### src/rtl/vc_pkg.sv
package vc_pkg;
  typedef enum logic [1:0] {
    ST_IDLE  = 2'd0,
    ST_SWAP  = 2'd1,
    ST_MREQ  = 2'd2,
    ST_MWAIT = 2'd3
  } vc_state_e;
endpackage

### src/rtl/vc_dm_array.sv
module vc_dm_array #(
  parameter int SETS   = 8,
  parameter int TAG_W  = 7,
  parameter int LINE_W = 128,
  localparam int IDX_W = $clog2(SETS)
) (
  input  logic              clk,
  input  logic              rst_n,
  input  logic [IDX_W-1:0]  rd_idx,
  output logic              rd_valid,
  output logic [TAG_W-1:0]  rd_tag,
  output logic [LINE_W-1:0] rd_line,
  input  logic              wr_en,
  input  logic [IDX_W-1:0]  wr_idx,
  input  logic [TAG_W-1:0]  wr_tag,
  input  logic [LINE_W-1:0] wr_line
);
  logic [SETS-1:0]   valid_q;
  logic [TAG_W-1:0]  tag_q  [SETS];
  logic [LINE_W-1:0] line_q [SETS];

  always_ff @(posedge clk) begin
    if (!rst_n) valid_q <= '0;
    else if (wr_en) valid_q[wr_idx] <= 1'b1;
  end

  always_ff @(posedge clk) begin
    if (wr_en) begin
      tag_q[wr_idx]  <= wr_tag;
      line_q[wr_idx] <= wr_line;
    end
  end

  assign rd_valid = valid_q[rd_idx];
  assign rd_tag   = tag_q[rd_idx];
  assign rd_line  = line_q[rd_idx];
endmodule

### src/rtl/vc_lru.sv
module vc_lru #(
  parameter int N  = 4,
  localparam int IW = (N > 1) ? $clog2(N) : 1
) (
  input  logic          clk,
  input  logic          rst_n,
  input  logic          touch_en,
  input  logic [IW-1:0] touch_idx,
  output logic [IW-1:0] oldest_idx
);
  logic [IW-1:0] age_q [N];
  logic [N-1:0]  oldest_vec;

  always_ff @(posedge clk) begin
    if (!rst_n) begin
      for (int i = 0; i < N; i++) age_q[i] <= IW'(i);
    end else if (touch_en) begin
      for (int i = 0; i < N; i++) begin
        if (IW'(i) == touch_idx) age_q[i] <= '0;
        else if (age_q[i] < age_q[touch_idx]) age_q[i] <= age_q[i] + 1'b1;
      end
    end
  end

  always_comb begin
    oldest_idx = '0;
    for (int i = 0; i < N; i++) begin
      oldest_vec[i] = (age_q[i] == IW'(N - 1));
      if (oldest_vec[i]) oldest_idx = IW'(i);
    end
  end

  AST_ONE_OLDEST: assert property (@(posedge clk) disable iff (!rst_n)
    $countones(oldest_vec) == 1);
endmodule

### src/rtl/vc_victim_buf.sv
module vc_victim_buf #(
  parameter int N      = 4,
  parameter int LA_W   = 10,
  parameter int LINE_W = 128,
  localparam int IW    = (N > 1) ? $clog2(N) : 1
) (
  input  logic              clk,
  input  logic              rst_n,
  input  logic [LA_W-1:0]   look_addr,
  output logic              hit,
  output logic [IW-1:0]     hit_idx,
  output logic [LINE_W-1:0] hit_line,
  input  logic              wr_en,
  input  logic [IW-1:0]     wr_idx,
  input  logic              wr_valid,
  input  logic [LA_W-1:0]   wr_addr,
  input  logic [LINE_W-1:0] wr_line,
  input  logic              touch_en,
  input  logic [IW-1:0]     touch_idx,
  output logic [IW-1:0]     fill_idx
);
  logic [N-1:0]      valid_q;
  logic [LA_W-1:0]   addr_q [N];
  logic [LINE_W-1:0] line_q [N];
  logic [N-1:0]      hit_vec;
  logic [IW-1:0]     lru_idx;

  always_ff @(posedge clk) begin
    if (!rst_n) valid_q <= '0;
    else if (wr_en) valid_q[wr_idx] <= wr_valid;
  end

  always_ff @(posedge clk) begin
    if (wr_en) begin
      addr_q[wr_idx] <= wr_addr;
      line_q[wr_idx] <= wr_line;
    end
  end

  for (genvar g = 0; g < N; g++) begin : g_cmp
    assign hit_vec[g] = valid_q[g] && (addr_q[g] == look_addr);
  end

  always_comb begin
    hit_idx = '0;
    for (int i = 0; i < N; i++) if (hit_vec[i]) hit_idx = IW'(i);
  end

  assign hit      = |hit_vec;
  assign hit_line = line_q[hit_idx];

  vc_lru #(.N(N)) u_lru (
    .clk       (clk),
    .rst_n     (rst_n),
    .touch_en  (touch_en),
    .touch_idx (touch_idx),
    .oldest_idx(lru_idx)
  );

  always_comb begin
    fill_idx = lru_idx;
    for (int i = N - 1; i >= 0; i--) if (!valid_q[i]) fill_idx = IW'(i);
  end

  AST_BUF_UNIQUE: assert property (@(posedge clk) disable iff (!rst_n)
    $onehot0(hit_vec));
endmodule

### src/rtl/dm_victim_cache.sv
module dm_victim_cache #(
  parameter int ADDR_W      = 12,
  parameter int DATA_W      = 32,
  parameter int LINE_WORDS  = 4,
  parameter int SETS        = 8,
  parameter int VB_LINES    = 4,
  parameter bit FILL_VICTIM = 1'b1,
  localparam int OFF_W  = $clog2(LINE_WORDS),
  localparam int IDX_W  = $clog2(SETS),
  localparam int LA_W   = ADDR_W - OFF_W,
  localparam int TAG_W  = LA_W - IDX_W,
  localparam int LINE_W = DATA_W * LINE_WORDS
) (
  input  logic              clk,
  input  logic              rst_n,
  input  logic              cpu_req_valid,
  output logic              cpu_req_ready,
  input  logic              cpu_req_write,
  input  logic [ADDR_W-1:0] cpu_req_addr,
  input  logic [DATA_W-1:0] cpu_req_wdata,
  output logic              cpu_rsp_valid,
  output logic [DATA_W-1:0] cpu_rsp_rdata,
  output logic              mem_req_valid,
  input  logic              mem_req_ready,
  output logic [LA_W-1:0]   mem_req_line,
  input  logic              mem_rsp_valid,
  input  logic [LINE_W-1:0] mem_rsp_data
);
  import vc_pkg::*;
  localparam int VB_IW = (VB_LINES > 1) ? $clog2(VB_LINES) : 1;

  vc_state_e state_q, state_d;
  logic [ADDR_W-1:0] pend_q;
  logic              rsp_valid_q, rsp_set;
  logic [DATA_W-1:0] rsp_data_q, rsp_word;

  logic [ADDR_W-1:0] look_addr;
  logic [LA_W-1:0]   look_la;
  logic [IDX_W-1:0]  look_idx;
  logic [TAG_W-1:0]  look_tag;
  logic [OFF_W-1:0]  look_off;

  logic              c_valid, c_hit;
  logic [TAG_W-1:0]  c_tag;
  logic [LINE_W-1:0] c_line;
  logic              dm_we;
  logic [LINE_W-1:0] dm_wline;

  logic              b_hit;
  logic [VB_IW-1:0]  b_idx, fill_idx;
  logic [LINE_W-1:0] b_line;
  logic              vb_we, vb_wvalid, touch_en;
  logic [VB_IW-1:0]  vb_widx, touch_idx;
  logic [LA_W-1:0]   vb_waddr;
  logic [LINE_W-1:0] vb_wline;
  logic              accept;

  function automatic logic [DATA_W-1:0] get_word(input logic [LINE_W-1:0] l,
                                                 input logic [OFF_W-1:0] o);
    return l[o*DATA_W +: DATA_W];
  endfunction

  function automatic logic [LINE_W-1:0] put_word(input logic [LINE_W-1:0] l,
                                                 input logic [OFF_W-1:0] o,
                                                 input logic [DATA_W-1:0] d);
    logic [LINE_W-1:0] r;
    r = l;
    r[o*DATA_W +: DATA_W] = d;
    return r;
  endfunction

  // Address split: offset, then set index, then tag
  assign look_addr = (state_q == ST_IDLE) ? cpu_req_addr : pend_q;
  assign look_la   = look_addr[ADDR_W-1:OFF_W];
  assign look_off  = look_addr[OFF_W-1:0];
  assign look_idx  = look_la[IDX_W-1:0];
  assign look_tag  = look_la[LA_W-1:IDX_W];

  vc_dm_array #(.SETS(SETS), .TAG_W(TAG_W), .LINE_W(LINE_W)) u_array (
    .clk     (clk),
    .rst_n   (rst_n),
    .rd_idx  (look_idx),
    .rd_valid(c_valid),
    .rd_tag  (c_tag),
    .rd_line (c_line),
    .wr_en   (dm_we),
    .wr_idx  (look_idx),
    .wr_tag  (look_tag),
    .wr_line (dm_wline)
  );

  assign c_hit = c_valid && (c_tag == look_tag);

  vc_victim_buf #(.N(VB_LINES), .LA_W(LA_W), .LINE_W(LINE_W)) u_vbuf (
    .clk      (clk),
    .rst_n    (rst_n),
    .look_addr(look_la),
    .hit      (b_hit),
    .hit_idx  (b_idx),
    .hit_line (b_line),
    .wr_en    (vb_we),
    .wr_idx   (vb_widx),
    .wr_valid (vb_wvalid),
    .wr_addr  (vb_waddr),
    .wr_line  (vb_wline),
    .touch_en (touch_en),
    .touch_idx(touch_idx),
    .fill_idx (fill_idx)
  );

  assign cpu_req_ready = (state_q == ST_IDLE);
  assign accept        = cpu_req_valid && cpu_req_ready;
  assign mem_req_valid = (state_q == ST_MREQ);
  assign mem_req_line  = pend_q[ADDR_W-1:OFF_W];

  always_comb begin
    state_d   = state_q;
    dm_we     = 1'b0;
    dm_wline  = c_line;
    vb_we     = 1'b0;
    vb_widx   = b_idx;
    vb_wvalid = 1'b1;
    vb_waddr  = look_la;
    vb_wline  = b_line;
    touch_en  = 1'b0;
    touch_idx = b_idx;
    rsp_set   = 1'b0;
    rsp_word  = get_word(c_line, look_off);
    case (state_q)
      ST_IDLE: begin
        if (accept && cpu_req_write) begin
          dm_we    = c_hit;
          dm_wline = put_word(c_line, look_off, cpu_req_wdata);
          vb_we    = b_hit;
          vb_wline = put_word(b_line, look_off, cpu_req_wdata);
        end else if (accept) begin
          if (c_hit)      rsp_set = 1'b1;
          else if (b_hit) state_d = ST_SWAP;
          else            state_d = ST_MREQ;
        end
      end
      ST_SWAP: begin
        dm_we    = 1'b1;
        dm_wline = b_line;
        touch_en = 1'b1;
        if (FILL_VICTIM) begin
          vb_we     = 1'b1;
          vb_wvalid = c_valid;
          vb_waddr  = {c_tag, look_idx};
          vb_wline  = c_line;
        end
        rsp_set  = 1'b1;
        rsp_word = get_word(b_line, look_off);
        state_d  = ST_IDLE;
      end
      ST_MREQ: begin
        if (mem_req_ready) state_d = ST_MWAIT;
      end
      ST_MWAIT: begin
        if (mem_rsp_valid) begin
          dm_we     = 1'b1;
          dm_wline  = mem_rsp_data;
          vb_widx   = fill_idx;
          touch_idx = fill_idx;
          if (FILL_VICTIM) begin
            vb_we    = c_valid;
            vb_waddr = {c_tag, look_idx};
            vb_wline = c_line;
          end else begin
            vb_we    = 1'b1;
            vb_waddr = look_la;
            vb_wline = mem_rsp_data;
          end
          touch_en = vb_we;
          rsp_set  = 1'b1;
          rsp_word = get_word(mem_rsp_data, look_off);
          state_d  = ST_IDLE;
        end
      end
      default: state_d = ST_IDLE;
    endcase
  end

  always_ff @(posedge clk) begin
    if (!rst_n) begin
      state_q     <= ST_IDLE;
      pend_q      <= '0;
      rsp_valid_q <= 1'b0;
      rsp_data_q  <= '0;
    end else begin
      state_q     <= state_d;
      rsp_valid_q <= rsp_set;
      if (accept)  pend_q     <= cpu_req_addr;
      if (rsp_set) rsp_data_q <= rsp_word;
    end
  end

  assign cpu_rsp_valid = rsp_valid_q;
  assign cpu_rsp_rdata = rsp_data_q;

  AST_MREQ_HOLD: assert property (@(posedge clk) disable iff (!rst_n)
    mem_req_valid && !mem_req_ready |=> mem_req_valid && $stable(mem_req_line));
  AST_SWAP_ONE_CYCLE: assert property (@(posedge clk) disable iff (!rst_n)
    state_q == ST_SWAP |=> cpu_req_ready && cpu_rsp_valid);
  AST_HIT_NO_STALL: assert property (@(posedge clk) disable iff (!rst_n)
    accept && !cpu_req_write && c_hit |=> cpu_rsp_valid && cpu_req_ready);
  AST_STORE_NO_RSP: assert property (@(posedge clk) disable iff (!rst_n)
    accept && cpu_req_write |=> !cpu_rsp_valid && cpu_req_ready);
  AST_READY_NO_FETCH: assert property (@(posedge clk) disable iff (!rst_n)
    cpu_req_ready |-> !mem_req_valid);
endmodule

### config.mk
export PLATFORM = sky130hd
export DESIGN_NAME = dm_victim_cache
export DESIGN_NICKNAME = d
export VERILOG_FILES = /design/src/rtl/vc_pkg.sv /design/src/rtl/vc_dm_array.sv /design/src/rtl/vc_lru.sv /design/src/rtl/vc_victim_buf.sv /design/src/rtl/dm_victim_cache.sv
export SDC_FILE = /design/constraint.sdc
export NUM_CORES = 2
export LEC_CHECK = 0
export ABC_CLOCK_PERIOD_IN_PS = 13700
export BUFFER_PORTS_ARGS = -buffer_cell sky130_fd_sc_hd__buf_2
export CORE_ASPECT_RATIO = 1.25
export CORE_MARGIN = 3
export CORE_UTILIZATION = 30
export DETAILED_ROUTE_END_ITERATION = 10
export GPL_TIMING_DRIVEN = 0
export PLACE_DENSITY = 0.48
export SETUP_SLACK_MARGIN = 0.4
export SYNTH_ARGS = -nofsm -noshare
export SYNTH_HDL_FRONTEND = slang
export SYNTH_SLANG_ARGS = --single-unit
export TNS_END_PERCENT = 100
### constraint.sdc
create_clock -name clk -period 13.7 [get_ports clk]
set_input_delay 2.055 -clock clk [delete_from_list [all_inputs] [get_ports clk]]
set_output_delay 2.055 -clock clk [all_outputs]
set_load 0.02 [all_outputs]
==> out/metrics.yaml <==
hold_path.class: "flip-flop to flip-flop"
cp.required_ns: 14.16
max_slew_margin_pct: -14.1
cts_resized: 0
path_buf_inv: 10
clk_pin_slew_ns: 0.06
grt_max_degree: 28
dr_total_vias: 61100
ioPinCount: 223
cp_slowest_cell: "clkbuf_1"
outcome: "finished with violations"
grt_pass1_vias: 56300
ys_ff_latch: 1699
cts.hold.buffers_added: 0
wl_per_cell_um: 47.3
cts_buffer_depth: 4
syn-cell-area_mm2: 0.0747
place_congestion: 1.07
layout_common_cells: "edfxtp_1 (1640), nand2_1 (488), nor2_1 (328)"
dieArea_mm2: 0.255
cts_made_buffers: 181
violations: "max-capacitance violations, max-slew violations"
ys_seq_area_share_pct: 67.5
critPathLaunchType: "flip-flop"
cts_setup_buffers: 0
path_delay_family: "buffers and inverters"
dieHeight_um: 564
htreeDepth: 4
fmax_mhz: 104
finalWirelength_mm: 454
ir_worst_vdd_v: 0.000103
power_density_mw_per_mm2: 147
route.detailed.drc: 0
grt_first_pass_wirelength_mm: 579
drive_gt1_share_pct: 14.5
path_max_fanout: 12
drv_cap: 31
setup_violations: 0
vias_per_cell: 6.35
start_util_pct: 30.2
yosysUniqueCellTypes: 94
synthCells: 5644
path_cells: "or2_1 -> buf_4 -> inv_2 -> buf_4 -> buf_6 -> mux2i_2 -> clkbuf_1 -> buf_1 -> clkbuf_2 -> ha_1 -> nor3_2 -> buf_6 -> and2_1 -> clkbuf_1 -> clkbuf_1 -> a22oi_1 -> o221ai_1"
rsz0062_at_grt: "false"
worst_pin_slew_ns: 1.71
placementRows: 204
end_kind: "flip-flop"
final_common_cell: "edfxtp_1"
placed_area_mm2: 0.0828
grtUsageTotal_pct: 34.5
synth_enable_flop_cells: 1640
antenna_found_initial: 45
dpl.hpwl_mm: 348
report.final.slew_viol_count: 271
clk_latency_ns: 0.89
final_antenna_net_count: 0
syn_avg_cell_area_um2: 13.2
finalSetupTns_ns: 0
setup.worst_path.class: "flip-flop to flip-flop"
nets: 6357
root_buffer: "clkbuf_16"
core_area_mm2: 0.247
design_area_mm2: 0.0883
area_delta_synth_final_pct: 18.2
port_buffers: 204
max_stage_delay_ns: 1.17
drt_pass1_iterations: 7
hold_viol: 0
ys_warn_count: 0
grt_overflow: 0
cts_tree: "built"
cts_sinks: 1699
skew_ns: 0.0477
post-route-period-util_pct: 70.0
first_iter_violations: 10300
crit_top_cell: "clkbuf_1"
cp.arrival_ns: 10.04
p_leak_nw: 28.9
fillers: 23900
async_flop_share_pct: 0
die_w_um: 452
period_needed_ns: 9.59
ys.flop_type: "edfxtp_1"
syn_nets: 5830
==> cells by family (layout without fill, tap and decap cells) <==
| logic type | count (synthesis) | count (layout) | share of synthesized area (%) |
|---|---|---|---|
| simple gates | 1368 | 1368 | 8.42 |
| fa+ha+maj | 9 | 9 | 0.147 |
| flops | 1699 | 1699 | 67.5 |
| xor+xnor | 39 | 39 | 0.457 |
| other cells | 0 | 22 | 0 |
| mux | 169 | 169 | 2.87 |
| compound gates | 1856 | 1856 | 17.7 |
| buf+inv | 504 | 1156 | 2.88 |
==> worst reg2reg max path: cells and delay by family (launching register included) <==
kind	cells	cell delay [ns]
flip-flops	1	0.41
multiplexers	1	0.66
buffers and inverters	10	5.85
AND/OR/NAND/NOR	3	1.04
adder cells (fa/ha/maj)	1	0.42
AO/OA/AOI/OAI	2	0.79
==> cell type report <==
cell class / count / area (um^2) / area share (%)
inverter: 23 / 86.3 / 0.0977
sequential: 1699 / 50400 / 57.1
clock inverter: 71 / 596 / 0.674
multi-input combinational: 3441 / 22400 / 25.4
clock buffer: 237 / 4840 / 5.48
buffer: 481 / 2110 / 2.39
tap: 3296 / 4120 / 4.67
antenna: 22 / 55.1 / 0.0623
timing repair buffer: 344 / 3690 / 4.18
==> registers in the layout, summed over array words and instances, names as in the netlist <==
register	flops
u_vbuf.addr_q	40
pend_q	12
u_array.tag_q	56
u_vbuf.u_lru.age_q	8
u_array.valid_q	8
cpu_rsp_valid	1
u_array.line_q	1024
u_vbuf.valid_q	4
state_q	2
u_vbuf.line_q	512
cpu_rsp_rdata	32
==> per-layer routing <==
| layer | share of wire, % | vias up | GRT usage [%] |
|---|---|---|---|
| li1 | - | 23800 | - |
| met1 | 39 | 32000 | 45.1 |
| met2 | 44 | 4362 | 52.9 |
| met3 | 10 | 919 | 7.30 |
| met4 | 7.0 | 8 | 20.3 |
| met5 | 0.013 | - | 0 |
==> worst paths after layout <==
check | slack, ns | from | cells after the start | endpoint
max reg2reg | 4.11 | state_q[1]$_SDFFE_PN0P_ | 17 | u_array.line_q[3][107]$_DFFE_PP_
min reg2reg | 0.47 | u_array.valid_q[4]$_SDFFE_PN0P_ | 1 | u_array.valid_q[4]$_SDFFE_PN0P_
min | 0.47 | u_array.valid_q[4]$_SDFFE_PN0P_ | 1 | u_array.valid_q[4]$_SDFFE_PN0P_
max | 4.11 | state_q[1]$_SDFFE_PN0P_ | 17 | u_array.line_q[3][107]$_DFFE_PP_
==> report_power, final <==
| group | switching [mW] | internal [mW] | total, mW |
|---|---|---|---|
| clock network | 2.07 | 2.65 | 4.71 |
| registers | 0.0262 | 5.96 | 5.99 |
| logic | 1.83 | 0.463 | 2.29 |
==> cells in the mapped netlist, types with 12 or more instances <==
cell type  instances  share of area (%)
edfxtp_1        1640                 66
nand2_1          488                2.5
nor2_1           336                1.7
o21ai_0          314                2.1
a21oi_1          300                2.0
clkbuf_1         294                1.5
a22oi_1          227                2.3
nand3_1          203                1.4
o221ai_1         154                1.8
a211oi_1         129                1.3
buf_2            113               0.76
mux2i_1          104                1.4
a221oi_1         102                1.2
and3_1            98               0.82
a222oi_1          79                1.1
a22o_1            65               0.76
dfxtp_1           59                1.6
nor3_1            54               0.36
o22ai_1           50               0.42
o31ai_1           50               0.50
a31oi_1           48               0.40
nor4_1            48               0.40
a21boi_0          47               0.47
buf_1             40               0.20
mux4_2            33               0.99
and2_1            32               0.27
a21o_1            31               0.31
mux2_2            31               0.47
o21a_1            28               0.28
o211ai_1          27               0.27
xnor2_1           27               0.32
o31a_1            26               0.30
a311oi_1          24               0.28
a32oi_1           23               0.27
buf_4             23               0.23
nand2b_1          23               0.19
inv_1             21               0.11
a221o_1           16               0.21
o2111ai_1         16               0.19
o211a_1           15               0.20
a2bb2oi_1         14               0.16
o221a_2           13               0.20
xor2_1            12               0.14
==> per-stage QoR <==
step | total power [mW] | std cells | hold WS, ns | setup slack [ns] | util [%]
detailed placement | 8.27 | 9281 | 0.451 | 3.68 | 33.5
floorplan | 6.97 | 5644 | 0.435 | -1.26 | -
global placement | 8.23 | 9144 | 0.441 | -16.42 | 32.3
CTS | 12.9 | 9589 | 0.464 | 4.45 | 35.7
global route | 13.2 | 9600 | 0.481 | 4.49 | 35.7
finish | 13.0 | 9614 | 0.467 | 4.11 | 35.7
Power figures use the tool's default switching activity.
